===== config.mk =====
export PLATFORM = sky130hd
export DESIGN_NAME = isp_entry_seq
export DESIGN_NICKNAME = d
export VERILOG_FILES = /design/src/rtl/isp_entry_pkg.sv /design/src/rtl/isp_timer.sv /design/src/rtl/isp_sck_gen.sv /design/src/rtl/isp_shifter.sv /design/src/rtl/isp_entry_seq.sv
export SDC_FILE = /design/constraint.sdc
export NUM_CORES = 1
export LEC_CHECK = 0
export ABC_AREA = 1
export BUFFER_PORTS_ARGS = -buffer_cell sky130_fd_sc_hd__buf_2
export CORE_ASPECT_RATIO = 1.4
export CORE_MARGIN = 4
export CORE_UTILIZATION = 38
export CTS_CLUSTER_SIZE = 40
export DETAILED_ROUTE_END_ITERATION = 10
export SYNTH_ARGS = -nofsm -noshare
export SYNTH_HDL_FRONTEND = slang
export SYNTH_SLANG_ARGS = --single-unit

===== constraint.sdc =====
create_clock -name clk -period 2.6 [get_ports clk]
set_input_delay 0.26 -clock clk [delete_from_list [all_inputs] [get_ports clk]]
set_output_delay 0.26 -clock clk [all_outputs]
set_load 0.03 [all_outputs]

===== src/rtl/isp_entry_pkg.sv =====
package isp_entry_pkg;

    typedef enum logic [2:0] {
        ST_IDLE,
        ST_PRE,
        ST_PULSE,
        ST_SETTLE,
        ST_SHIFT,
        ST_EVAL,
        ST_DONE,
        ST_HALT
    } seq_state_t;

    localparam int unsigned INSTR_BITS  = 32;
    localparam int unsigned BYTE_BITS   = 8;
    localparam logic [31:0] ENABLE_WORD = 32'hAC53_0000;
    localparam logic [7:0]  SYNC_ECHO   = 8'h53;
    localparam int unsigned ECHO_SLOT   = 2;   // third byte, counted from zero

endpackage


===== src/rtl/isp_timer.sv =====
module isp_timer #(
    parameter int unsigned W = 8
) (
    input  logic         clk,
    input  logic         rst_n,
    input  logic         load,
    input  logic [W-1:0] load_val,
    output logic         expired
);

    logic [W-1:0] cnt_q;

    always_ff @(posedge clk) begin
        if (!rst_n) begin
            cnt_q <= '0;
        end else if (load) begin
            cnt_q <= load_val;
        end else if (cnt_q != '0) begin
            cnt_q <= cnt_q - 1'b1;
        end
    end

    assign expired = (cnt_q == '0);

endmodule


===== src/rtl/isp_sck_gen.sv =====
module isp_sck_gen #(
    parameter  int unsigned HALF_CYC = 3,
    parameter  int unsigned NBITS    = 32,
    localparam int unsigned PW       = $clog2(HALF_CYC + 1),
    localparam int unsigned BW       = $clog2(NBITS)
) (
    input  logic          clk,
    input  logic          rst_n,
    input  logic          run,
    output logic          sck,
    output logic          rise,
    output logic          fall,
    output logic          last,
    output logic [BW-1:0] bit_idx
);

    logic [PW-1:0] ph_q;
    logic          sck_q;
    logic [BW-1:0] bit_q;
    logic          flip;

    assign flip = run && (ph_q == PW'(HALF_CYC - 1));

    always_ff @(posedge clk) begin
        if (!rst_n || !run) begin
            ph_q  <= '0;
            sck_q <= 1'b0;
            bit_q <= '0;
        end else if (flip) begin
            ph_q  <= '0;
            sck_q <= ~sck_q;
            if (sck_q) begin
                bit_q <= bit_q + 1'b1;
            end
        end else begin
            ph_q <= ph_q + 1'b1;
        end
    end

    assign sck     = sck_q;
    assign rise    = flip && !sck_q;
    assign fall    = flip && sck_q;
    assign last    = fall && (bit_q == BW'(NBITS - 1));
    assign bit_idx = bit_q;

endmodule


===== src/rtl/isp_shifter.sv =====
module isp_shifter #(
    parameter int unsigned NBITS = 32,
    parameter int unsigned RXW   = 8
) (
    input  logic             clk,
    input  logic             rst_n,
    input  logic             load,
    input  logic [NBITS-1:0] load_word,
    input  logic             shift,
    input  logic             capture,
    input  logic             miso,
    output logic             mosi_bit,
    output logic [RXW-1:0]   rx_byte
);

    logic [NBITS-1:0] tx_q;
    logic [RXW-1:0]   rx_q;

    always_ff @(posedge clk) begin
        if (!rst_n) begin
            tx_q <= '0;
        end else if (load) begin
            tx_q <= load_word;
        end else if (shift) begin
            tx_q <= {tx_q[NBITS-2:0], 1'b0};
        end
    end

    always_ff @(posedge clk) begin
        if (!rst_n || load) begin
            rx_q <= '0;
        end else if (capture) begin
            rx_q <= {rx_q[RXW-2:0], miso};
        end
    end

    assign mosi_bit = tx_q[NBITS-1];
    assign rx_byte  = rx_q;

endmodule


===== src/rtl/isp_entry_seq.sv =====
module isp_entry_seq
    import isp_entry_pkg::*;
#(
    parameter int unsigned HALF_CYC   = 3,
    parameter int unsigned PULSE_CYC  = 2,
    parameter int unsigned SETTLE_CYC = 5_000_000,
    parameter int unsigned MAX_TRIES  = 4
) (
    input  logic clk,
    input  logic rst_n,
    input  logic start,
    input  logic miso,
    output logic tgt_rst,
    output logic sck,
    output logic mosi,
    output logic busy,
    output logic done,
    output logic fail
);

    localparam int unsigned LONGEST = (SETTLE_CYC > PULSE_CYC) ? SETTLE_CYC : PULSE_CYC;
    localparam int unsigned TW      = $clog2(LONGEST + 1);
    localparam int unsigned AW      = (MAX_TRIES > 1) ? $clog2(MAX_TRIES) : 1;
    localparam int unsigned BW      = $clog2(INSTR_BITS);
    localparam logic [BW-1:0] ECHO_END_BIT = BW'(ECHO_SLOT * BYTE_BITS + BYTE_BITS - 1);
    localparam logic [TW-1:0] PULSE_LOAD   = TW'(PULSE_CYC - 1);
    localparam logic [TW-1:0] SETTLE_LOAD  = TW'(SETTLE_CYC - 1);
    localparam logic [AW-1:0] LAST_TRY     = AW'(MAX_TRIES - 1);

    seq_state_t state_q, state_d;

    logic           tmr_load;
    logic [TW-1:0]  tmr_val;
    logic           tmr_zero;
    logic           run;
    logic           sck_int;
    logic           sck_rise;
    logic           sck_fall;
    logic           shift_last;
    logic [BW-1:0]  bit_idx;
    logic           word_load;
    logic           mosi_int;
    logic [7:0]     rx_byte;
    logic [7:0]     echo_q;
    logic           echo_ok;
    logic [AW-1:0]  tries_q;
    logic           last_try;
    logic           accept;

    isp_timer #(.W(TW)) u_timer (
        .clk      (clk),
        .rst_n    (rst_n),
        .load     (tmr_load),
        .load_val (tmr_val),
        .expired  (tmr_zero)
    );

    isp_sck_gen #(.HALF_CYC(HALF_CYC), .NBITS(INSTR_BITS)) u_sck (
        .clk     (clk),
        .rst_n   (rst_n),
        .run     (run),
        .sck     (sck_int),
        .rise    (sck_rise),
        .fall    (sck_fall),
        .last    (shift_last),
        .bit_idx (bit_idx)
    );

    isp_shifter #(.NBITS(INSTR_BITS), .RXW(BYTE_BITS)) u_shift (
        .clk       (clk),
        .rst_n     (rst_n),
        .load      (word_load),
        .load_word (ENABLE_WORD),
        .shift     (sck_fall),
        .capture   (sck_rise),
        .miso      (miso),
        .mosi_bit  (mosi_int),
        .rx_byte   (rx_byte)
    );

    assign run       = (state_q == ST_SHIFT);
    assign word_load = (state_q == ST_SETTLE) && tmr_zero;
    assign accept    = ((state_q == ST_IDLE) || (state_q == ST_HALT)) && start;
    assign echo_ok   = (echo_q == SYNC_ECHO);
    assign last_try  = (tries_q == LAST_TRY);

    // Echo byte is frozen at the falling edge that ends the third byte.
    always_ff @(posedge clk) begin
        if (!rst_n || word_load) begin
            echo_q <= '0;
        end else if (sck_fall && (bit_idx == ECHO_END_BIT)) begin
            echo_q <= rx_byte;
        end
    end

    // Failed-attempt counter, cleared by every accepted start.
    always_ff @(posedge clk) begin
        if (!rst_n || accept) begin
            tries_q <= '0;
        end else if ((state_q == ST_EVAL) && !echo_ok && !last_try) begin
            tries_q <= tries_q + 1'b1;
        end
    end

    // State register
    always_ff @(posedge clk) begin
        if (!rst_n) begin
            state_q <= ST_IDLE;
        end else begin
            state_q <= state_d;
        end
    end

    // Next state and timer loads
    always_comb begin
        state_d  = state_q;
        tmr_load = 1'b0;
        tmr_val  = '0;
        unique case (state_q)
            ST_IDLE, ST_HALT: begin
                if (start) begin
                    state_d  = ST_PRE;
                    tmr_load = 1'b1;
                    tmr_val  = PULSE_LOAD;
                end
            end
            ST_PRE: begin
                if (tmr_zero) begin
                    state_d  = ST_PULSE;
                    tmr_load = 1'b1;
                    tmr_val  = PULSE_LOAD;
                end
            end
            ST_PULSE: begin
                if (tmr_zero) begin
                    state_d  = ST_SETTLE;
                    tmr_load = 1'b1;
                    tmr_val  = SETTLE_LOAD;
                end
            end
            ST_SETTLE: begin
                if (tmr_zero) begin
                    state_d = ST_SHIFT;
                end
            end
            ST_SHIFT: begin
                if (shift_last) begin
                    state_d = ST_EVAL;
                end
            end
            ST_EVAL: begin
                if (echo_ok) begin
                    state_d = ST_DONE;
                end else if (last_try) begin
                    state_d = ST_HALT;
                end else begin
                    state_d  = ST_PULSE;
                    tmr_load = 1'b1;
                    tmr_val  = PULSE_LOAD;
                end
            end
            ST_DONE: begin
                state_d = ST_IDLE;
            end
            default: begin
                state_d = ST_IDLE;
            end
        endcase
    end

    // Outputs
    always_comb begin
        tgt_rst = 1'b0;
        sck     = 1'b0;
        mosi    = 1'b0;
        busy    = 1'b0;
        done    = 1'b0;
        fail    = 1'b0;
        unique case (state_q)
            ST_IDLE: begin
            end
            ST_PRE, ST_SETTLE, ST_EVAL: begin
                busy = 1'b1;
            end
            ST_PULSE: begin
                busy    = 1'b1;
                tgt_rst = 1'b1;
            end
            ST_SHIFT: begin
                busy = 1'b1;
                sck  = sck_int;
                mosi = mosi_int;
            end
            ST_DONE: begin
                busy = 1'b1;
                done = 1'b1;
            end
            ST_HALT: begin
                fail = 1'b1;
            end
            default: begin
            end
        endcase
    end

endmodule


==> qor.txt <==
Yosys reg bits - 68
via-per-instance ratio - 4.94
Initial Utilization - 0.386
number of synthesized flops with an enable pin - 0
Mean Syn Cell Area - 6.99 µm²
Worst Hold Path EP - u_shift.rx_byte[0]
IO Count - 10
final sum of negative setup slack - 0 ps
crit-path cells - nor2_1 > nand2_1 > nor2_1 > nand2_1 > nor2_4 > nand4_2 > nor2_1 > nor2_1 > nor2_1
share of the synthesized area in the top cell type - 0.393
Async SR Flop Fraction - 0
Crit path required time - 2860 ps
Crit-path slowest cell - nand4_2
r2r setup slk - 550 ps
Max Slew Vio Count - 0
Cell Pwr Density - 1210 nW/µm²
Post-DP Area - 3580 µm²
most frequent CP cell - nor2_1
Antenna Violating Nets Remaining - 0
final setup fails - 0
final core utilization - 0.435
# nets final - 518
reg2reg start - u_timer.cnt_q[10]
CTS Hold Bufs - 0
Placed Cells - 604
Hold Fails Final Rpt - 0
cts bufs inserted - 9
H-tree depth - 3
hold slack - 199 ps
P_leak - 1.69 nW
setup slack at placement - 563 ps
count of cell types in the netlist - 37
Synth Flop Type - dfxtp_1
Worst Reg2Reg Path Length in Cells - 9
input/output buffers - 9
worst min-delay path class - primary input to flip-flop
reg2reg end - u_timer.cnt_q[1]
fin crit period - 2050 ps
critical path class - flip-flop to flip-flop
DIE AREA - 10700 µm²
hold path depth - 3
Critical Path End Type - flip-flop
Std-Cell Rows - 41
Synth-to-Final Area Change - 12.7%
WL final - 7740 µm
Placer Congestion - 0.838
clk root buf - clkbuf_16
total gr overflow - 0
sequential cell area fraction in the yosys report - 0.393
wire per inst - 12.5 µm
Max-Cap Viols - 0
# diodes - 0
HPWL after DPL - 5680 µm
non-filler instance count after layout - 620
Die Y - 121 µm
gr usage total - 0.162
total power - 4.71 mW
Rel. slew slack - 0.506
cell taking the most area after synthesis - dfxtp_1
post-route cell area - 3910 µm²
Post-CTS Setup Bufs - 0
clock sinks - 68
RSZ-0062 raised after global routing - no
initial antenna violation count - 0
clk slew on worst S/H paths - 60 ps
count leader, synth - nand2_1
Via Count - 3064
worst hold start - miso
peak supply drop - 0.000511 V
Cells after Synth - 496
first-pass GRT wire length - 13400 µm
CP max FO - 15
Area contributors post-synth - dfxtp_1 (39%), nand2_1 (14%), nor2_1 (9.3%), a21oi_1 (5.8%), nand3_1 (4.8%)
post-synth net total - 506
max frequency - 0.489 GHz
DRC viols - 0
vias in the first global route - 3000
CP max stage delay - 380 ps
worst-skew pair later-pin latency - 340 ps
CTS tree - built
Ys Warns - 0
Pre-antenna DRT Iters - 4
Commonest cells post-synth - nand2_1 (125), nor2_1 (86), dfxtp_1 (68), inv_1 (41), a21oi_1 (40)
Die Width - 88.7 µm
Final period util - 0.787
# resized after CTS - 0
Clock Skew - 5.46 ps
Startpoint Class - flip-flop
Post-Syn Area - 3470 µm²
Max clock buf depth - 2
post-route worst setup slack - 553 ps
WP data arrival - 2310 ps
initial detailed-routing violation count - 101
Worst Max-Slew Pin Slew - 740 ps
fillers - 941
layout cell share with drive strength beyond 1 - 0.0994
outcome - completed
core area - 8980 µm²
largest net degree at the start of global routing - 30
report_power, final:
group | total [mW] | leakage, nW | switching [mW] | internal, mW
clock | 1.32 | 0.159 | 0.455 | 0.864
sequential | 1.33 | 0.551 | 0.143 | 1.19
combinational | 2.06 | 0.983 | 1.38 | 0.682
total | 4.71 | 1.69 | 1.97 | 2.74
worst max path at each step:
stage	start	to	cells after the start
2_1_floorplan	state_q[1]	u_timer.cnt_q[11]	6
3_3_place_gp	u_timer.cnt_q[10]	u_timer.cnt_q[1]	9
3_5_place_dp	u_timer.cnt_q[10]	u_timer.cnt_q[1]	9
4_1_cts	u_timer.cnt_q[10]	u_timer.cnt_q[1]	9
5_1_grt	u_timer.cnt_q[10]	u_timer.cnt_q[1]	9
6_report	u_timer.cnt_q[10]	u_timer.cnt_q[1]	9
placed cells by master (no fill, tap or decap), types with 2 or more instances in the layout:
cell type / instances
nand2_1: 125
nor2_1: 86
dfxtp_1: 68
inv_1: 41
a21oi_1: 40
nand3_1: 33
nand4_1: 14
o21ai_0: 14
clkbuf_16: 9
buf_2: 9
nor3_1: 8
xor2_1: 6
ha_1: 6
xnor2_1: 5
nor2_2: 4
a31oi_1: 4
buf_4: 4
nand3_4: 3
nor4_1: 3
o21ai_1: 2
clkinv_1: 2
nor2_4: 2
nand3_2: 2
inv_2: 2
nand4_2: 2
o21bai_1: 2
bufinv_16: 2
clkinv_2: 2
kinds of logic (layout without fill, tap and decap cells):
family          count (synthesis)  in the layout  share of synthesized area
compound gates                 65             65                      0.100
flops                          68             68                      0.393
xor+xnor                       11             11                     0.0278
buf+inv                        58             75                     0.0780
simple gates                  288            288                      0.380
fa+ha+maj                       6              6                     0.0217
state kept, by name, indices dropped and copies added, names as in the netlist:
name / count
u_sck.ph_q: 2
u_shift.rx_byte: 8
u_timer.cnt_q: 23
tries_q: 2
u_sck.sck: 1
state_q: 3
u_shift.tx_q: 16
u_sck.bit_idx: 5
echo_q: 8
critical path: cells and delay by family (launching register included):
kind          cells  cell delay (ps)
simple gates      9             1640
flops             1              330
layout make-up:
cell class,instances,area [µm²],area share
Inverter,46,175,0.0448
Timing Repair Buffer,13,75.1,0.0192
Tap cell,107,134,0.0343
Clock buffer,10,239,0.0612
Clock inverter,6,86.3,0.0221
Multi-Input combinational cell,370,1840,0.470
Sequential cell,68,1360,0.348
routing by layer:
layer	vias to the layer above	GRT usage	part of all wire
li1	1638	-	-
met1	1376	0.180	0.42
met2	36	0.282	0.52
met3	14	0.0421	0.027
met4	0	0.0718	0.024
met5	-	0	0
No activity file was read; power rests on OpenSTA's default activity.
